==> src/rtl/tmr_irq_pkg.sv <==
package tmr_irq_pkg;
    localparam int REG_W    = 8;
    localparam int NSRC     = 3;
    localparam int SRC_OVF  = 0;
    localparam int SRC_CMPA = 1;
    localparam int SRC_CMPB = 2;
    localparam int PAD_W    = REG_W - NSRC;

    typedef enum logic {
        SEL_PEND = 1'b0,
        SEL_ENAB = 1'b1
    } reg_sel_e;

    typedef logic [NSRC-1:0]  src_vec_t;
    typedef logic [REG_W-1:0] reg_word_t;

    typedef struct packed {
        src_vec_t set;
        src_vec_t clr;
    } flag_ctl_t;

    function automatic reg_word_t pad_word(input src_vec_t v);
        return {{PAD_W{1'b0}}, v};
    endfunction
endpackage

==> src/rtl/tmr_irq_flag_cell.sv <==
module tmr_irq_flag_cell (
    input  logic clk,
    input  logic rst,
    input  logic set_i,
    input  logic clr_i,
    output logic flag_o
);
    // a set in the same cycle as a clear keeps the flag
    always_ff @(posedge clk) begin
        if (rst)
            flag_o <= 1'b0;
        else if (set_i)
            flag_o <= 1'b1;
        else if (clr_i)
            flag_o <= 1'b0;
    end
endmodule

==> src/rtl/tmr_irq_enab_reg.sv <==
module tmr_irq_enab_reg
    import tmr_irq_pkg::*;
(
    input  logic     clk,
    input  logic     rst,
    input  logic     wr_i,
    input  src_vec_t data_i,
    output src_vec_t enab_o
);
    always_ff @(posedge clk) begin
        if (rst)
            enab_o <= '0;
        else if (wr_i)
            enab_o <= data_i;
    end
endmodule

==> src/rtl/tmr_irq_rd_mux.sv <==
module tmr_irq_rd_mux
    import tmr_irq_pkg::*;
(
    input  reg_sel_e  sel_i,
    input  src_vec_t  pend_i,
    input  src_vec_t  enab_i,
    output reg_word_t rd_o
);
    always_comb begin
        unique case (sel_i)
            SEL_PEND: rd_o = pad_word(pend_i);
            SEL_ENAB: rd_o = pad_word(enab_i);
            default:  rd_o = '0;
        endcase
    end
endmodule

==> src/rtl/tmr_irq_unit.sv <==
module tmr_irq_unit
    import tmr_irq_pkg::*;
(
    input  logic             clk,
    input  logic             rst,
    input  logic             reg_sel,
    input  logic             wr_en,
    input  logic [REG_W-1:0] wr_data,
    output logic [REG_W-1:0] rd_data,
    input  logic             glob_ie,
    input  logic [NSRC-1:0]  evt,
    input  logic [NSRC-1:0]  vec_ack,
    output logic [NSRC-1:0]  irq_req
);
    reg_sel_e  sel;
    flag_ctl_t ctl;
    src_vec_t  flag_q;
    src_vec_t  mask_q;
    logic      wr_pend;
    logic      wr_enab;

    assign sel     = reg_sel_e'(reg_sel);
    assign wr_pend = wr_en && (sel == SEL_PEND);
    assign wr_enab = wr_en && (sel == SEL_ENAB);

    always_comb begin
        ctl.set = evt;
        ctl.clr = vec_ack | ({NSRC{wr_pend}} & wr_data[NSRC-1:0]);
    end

    for (genvar i = 0; i < NSRC; i++) begin : g_flag
        tmr_irq_flag_cell u_cell (
            .clk    (clk),
            .rst    (rst),
            .set_i  (ctl.set[i]),
            .clr_i  (ctl.clr[i]),
            .flag_o (flag_q[i])
        );
    end

    tmr_irq_enab_reg u_enab (
        .clk    (clk),
        .rst    (rst),
        .wr_i   (wr_enab),
        .data_i (wr_data[NSRC-1:0]),
        .enab_o (mask_q)
    );

    tmr_irq_rd_mux u_rd (
        .sel_i  (sel),
        .pend_i (flag_q),
        .enab_i (mask_q),
        .rd_o   (rd_data)
    );

    assign irq_req = flag_q & mask_q & {NSRC{glob_ie}};
endmodule

==> config.mk <==
export PLATFORM = sky130hd
export DESIGN_NAME = tmr_irq_unit
export DESIGN_NICKNAME = d
export VERILOG_FILES = /design/src/rtl/tmr_irq_pkg.sv /design/src/rtl/tmr_irq_flag_cell.sv /design/src/rtl/tmr_irq_enab_reg.sv /design/src/rtl/tmr_irq_rd_mux.sv /design/src/rtl/tmr_irq_unit.sv
export SDC_FILE = /design/constraint.sdc
export NUM_CORES = 1
export LEC_CHECK = 0
export BUFFER_PORTS_ARGS = -buffer_cell sky130_fd_sc_hd__buf_2
export CORE_AREA = 2 2 39 41
export CTS_CLUSTER_DIAMETER = 30
export CTS_CLUSTER_SIZE = 14
export DETAILED_ROUTE_END_ITERATION = 16
export DIE_AREA = 0 0 41 43
export GPL_ROUTABILITY_DRIVEN = 0
export PLACE_DENSITY = 0.71
export SETUP_SLACK_MARGIN = 0.05
export SLEW_MARGIN = 20
export SYNTH_ARGS = -nofsm -noshare
export SYNTH_HDL_FRONTEND = slang
export SYNTH_HIERARCHICAL = 1
export SYNTH_SLANG_ARGS = --single-unit
export TNS_END_PERCENT = 30
==> constraint.sdc <==
create_clock -name clk -period 0.8 [get_ports clk]
set_clock_uncertainty 0.15 [all_clocks]
set_input_delay 0.16 -clock clk [delete_from_list [all_inputs] [get_ports clk]]
set_output_delay 0.16 -clock clk [all_outputs]
set_load 0.02 [all_outputs]
### Word level (Yosys, flattened, before mapping)

Cells that the tools add are included.

| storage, ports and cells | value |
|---|---|
| flip-flop bits (word level) | 6 |

| operators by class | value |
|---|---|
| multiplexer cells | 7 |
| bitwise logic cells | 5 |
| reduce and logical (&&, ||, !) cells | 5 |

Operators by type and width:

| cell | number |
|---|---|
| one-hot mux 8 bit (2 select lines) | 1 |
| AND 3 bit | 3 |
| 2-to-1 mux 1 bit | 6 |
| nonzero test 2 bit | 3 |
| bitwise OR 3 bit | 1 |
| logical AND 1 bit | 2 |
| inverter 1 bit | 1 |

### Depth between registers and ports, before layout

| logic depth | value |
|---|---|
| word-level depth | 6 |
| mapped depth | 4 |

### Hierarchy

Netlist, hierarchy kept.

By module, submodules not included:

| module | instances | cells an instance | area each (sq um) | seq. area each (sq um) |
|---|---|---|---|---|
| tmr_irq_flag_cell | 3 | 4 | 38.8 | 20.0 |
| tmr_irq_enab_reg | 1 | 9 | 101.3 | 60.1 |
| tmr_irq_rd_mux | 1 | 9 | 75.1 | 0.0 |
| tmr_irq_unit | 1 | 8 | 62.6 | 0.0 |

### Worst setup path before layout

OpenSTA, ideal clock, no wires.

| timing path | value |
|---|---|
| kind | reg2out |
| start point | register u_enab.enab_o[0] |
| end point | output port rd_data[0] |
| data arrival time | 0.602 ns |
| data required time | 0.490 ns |
| path slack | -0.112 ns |
| stages on the path, launching flop included | 2 |
| path buffers | 0 |
| path through | dfxtp_1 > mux2_2 |

| between the ends | value |
|---|---|
| cells in the longest elaborated chain, start to end | 1 |

Ends and longest elaborated chain:

| element | line | RTL |
|---|---|---|
| start: declaration | tmr_irq_enab_reg.sv:8 | `output src_vec_t enab_o` |
| start signal: assignment | tmr_irq_enab_reg.sv:14 | `enab_o <= data_i;` |
| one-hot mux 8 bit (2 select lines) | tmr_irq_rd_mux.sv:10 | `unique case (sel_i)` |
| end: declaration | tmr_irq_unit.sv:9 | `output logic [REG_W-1:0] rd_data,` |

Every way passes these cells. The select of a mux whose other input is x is not followed.

### Final worst setup path

| timing path | value |
|---|---|
| start point | register g_flag[1].u_cell.flag_o |
| end point | output port rd_data[1] |

| between the ends | value |
|---|---|
| cells in the longest elaborated chain, start to end | 1 |

Ends and longest elaborated chain:

| element | line | RTL |
|---|---|---|
| start: declaration | tmr_irq_flag_cell.sv:6 | `output logic flag_o` |
| start signal: assignment | tmr_irq_flag_cell.sv:11 | `flag_o <= 1'b0;` |
| start signal: assignment | tmr_irq_flag_cell.sv:13 | `flag_o <= 1'b1;` |
| start signal: assignment | tmr_irq_flag_cell.sv:15 | `flag_o <= 1'b0;` |
| one-hot mux 8 bit (2 select lines) | tmr_irq_rd_mux.sv:10 |  |

Every way passes these cells. The select of a mux whose other input is x is not followed.

==> impl_metrics.ini <==
[finish]
final_util_pct = 39.06
area_delta_synth_final_pct = 52.11
final_layout_size_suffix_gt1_share_pct = 63.33
multi_input_area_um2 = 219.0
final_nets = 81
num_antenna_cells = 0
seqCellArea_um2 = 127.6
layout_common_cells = 13 x buf_2, 6 x dfxtp_2, 6 x buf_6
layout_commonest_cell = buf_2
fillers = 156

[run]
cap_violations = 0

[yosys]
synth_warnings = 6
ys_seq_elements = 6
netlist_area_um2 = 355.3
synthCells = 38
synth_area_per_cell_um2 = 9.351
synth_cell_type_count = 13
ys_seq_area_share_pct = 33.80

[timing]
slew_violations = 0
rsz0062_at_grt = true
final-setup-viol-count = 10
layout_min_cycle_time_ps = 1262
setup_slack_ps = -462.4
hold_slack_ps = 4.967
hold_viol = 0
max_freq_mhz = 792.1
min_period_over_period_pct = 157.8

[global_routing]
grt_max_degree = 7
globalRouteOverflowTotal = 0
gr-usage-all-layers_pct = 8.972
antenna_found_initial = 0
grt_pass1_vias = 305
grt_first_pass_wirelength_um = 1028

[worst_setup_path]
crit_path_start = g_flag[1].u_cell/flag_o
crit_arrival_ps = 950
crit_path_end_kind = primary output
critPathMaxStageDelay_ps = 320
crit_required_ps = 490
crit_fanout = 3
startpoint_type = flip-flop
crit_path_top_delay_cell = dfxtp_2
critPathKind = flip-flop to primary output
path_cells = mux2_4, buf_6
r2r-start = u_enab/enab_o[0]

[clock_tree]
post_cts_buffers = 0
clk_latency_ps = 230
cts-root-buf = clkbuf_4
cts_tree = built
cts_sinks = 6
clk_pin_slew_ps = 40
h-tree-depth = 1
clockBufferDepth = 2
cts_buffers = 3

[floorplanning]
start_util_pct = 25.68
fp-row-count = 14
die_x_um = 41
core_um2 = 1384
num_io_pins = 30
fp.dieH_um = 43
die_area_um2 = 1763

[worst_hold_path]
hold_path_class = primary input to flip-flop
hp-start = evt[0]

[place]
dp_hpwl_um = 621
port_buffers = 19

[drt]
drtPass1Iterations = 1
first_iter_violations = 0
avgViaCountPerCell = 4.092
num_vias = 311
wire_per_inst_um = 9.276
postRouteAntennaNets = 0
wl_um = 705
drc = 0

[pwr]
irDropWorstVdd_mv = 0.4598
p_leak_nw = 0.2881
powerDensity_nw_per_um2 = 1450

[status]
violations = setup timing
status = finished, violations left
-- power by group --
part,switching [mW],leakage [nW],internal [mW],total (mW)
clock,0.0952,0.0138,0.169,0.264
sequential,0.0119,0.0516,0.321,0.333
combinational,0.0894,0.223,0.0973,0.187
total,0.197,0.288,0.587,0.784
-- stage by stage --
stage               worst slack, ps  cells  total power [mW]  cell area (um2)  TNS (ps)
floorplan                    -101.6     42            0.4541            381.6    -869.1
global route                 -494.5     76            0.8373            540.5     -2901
CTS                          -476.0     76            0.8025            533.0     -2668
detailed placement           -314.4     73            0.5032            466.7     -3068
global placement             -310.6     73            0.5003            466.7     -2932
finish                       -462.4     76            0.7839            540.5     -2551
-- layout make-up --
| type | count | share of cell area [%] |
|---|---|---|
| multi-input combinational | 28 | 40.51 |
| inverter | 3 | 2.083 |
| clock buffer | 3 | 4.167 |
| tap | 16 | 3.704 |
| timing repair buffer | 20 | 25.93 |
| sequential | 6 | 23.61 |
-- layer usage --
layer / part of all wire, % / vias up / track usage (%) / routed length (um)
li1: - / 160 / - / -
met1: 33 / 138 / 8.469 / 235
met2: 58 / 13 / 15.00 / 412
met3: 8.2 / 0 / 3.141 / 58
met4: 0 / 0 / 6.000 / 0
met5: 0 / - / 0 / 0
-- logic make-up after synthesis --
| group | after synthesis | synth area share (%) |
|---|---|---|
| simple gates | 11 | 19.72 |
| buf+inv | 8 | 13.73 |
| compound gates | 6 | 13.73 |
| mux | 6 | 17.96 |
| flops | 6 | 33.80 |
| other cells | 1 | 1.055 |
-- worst paths after layout --
| path | to | slack, ps | cells past startpoint |
|---|---|---|---|
| worst max register to register | u_enab/enab_o[0] | 30 | 2 |
| worst min-delay path | g_flag[0].u_cell/flag_o | 5 | 3 |
| worst max-delay path | rd_data[1] | -460 | 2 |
| worst min register to register | u_enab/enab_o[2] | 340 | 2 |
-- flip-flops by register name, summed over array words and instances (netlist names) --
name and count:
u_enab/enab_o 3, g_flag.u_cell/flag_o 3
-- critical path: cells and delay by family, from the launching register on --
kind                   cells  cell delay (ps)
DFF                        1              320
buffers and inverters      1              130
muxes                      1              270
-- what timing repair did --
item,CTS,global route
endpoints found under the hold margin,1,0
resized for setup,17,3
setup endpoints to repair,12,12
-- cells in the mapped netlist --
master	number	area share [%]
mux2i_1	3	8.5
buf_4	5	11
conb_1	1	1.1
nor2_1	3	3.2
nand2b_1	3	5.3
mux2_2	3	9.5
a21oi_2	3	7.4
a21o_1	3	6.3
inv_1	3	3.2
nor2b_4	1	3.9
and2_2	1	2.1
and3_1	3	5.3
dfxtp_1	6	34
Power figures use the tool's default switching activity.
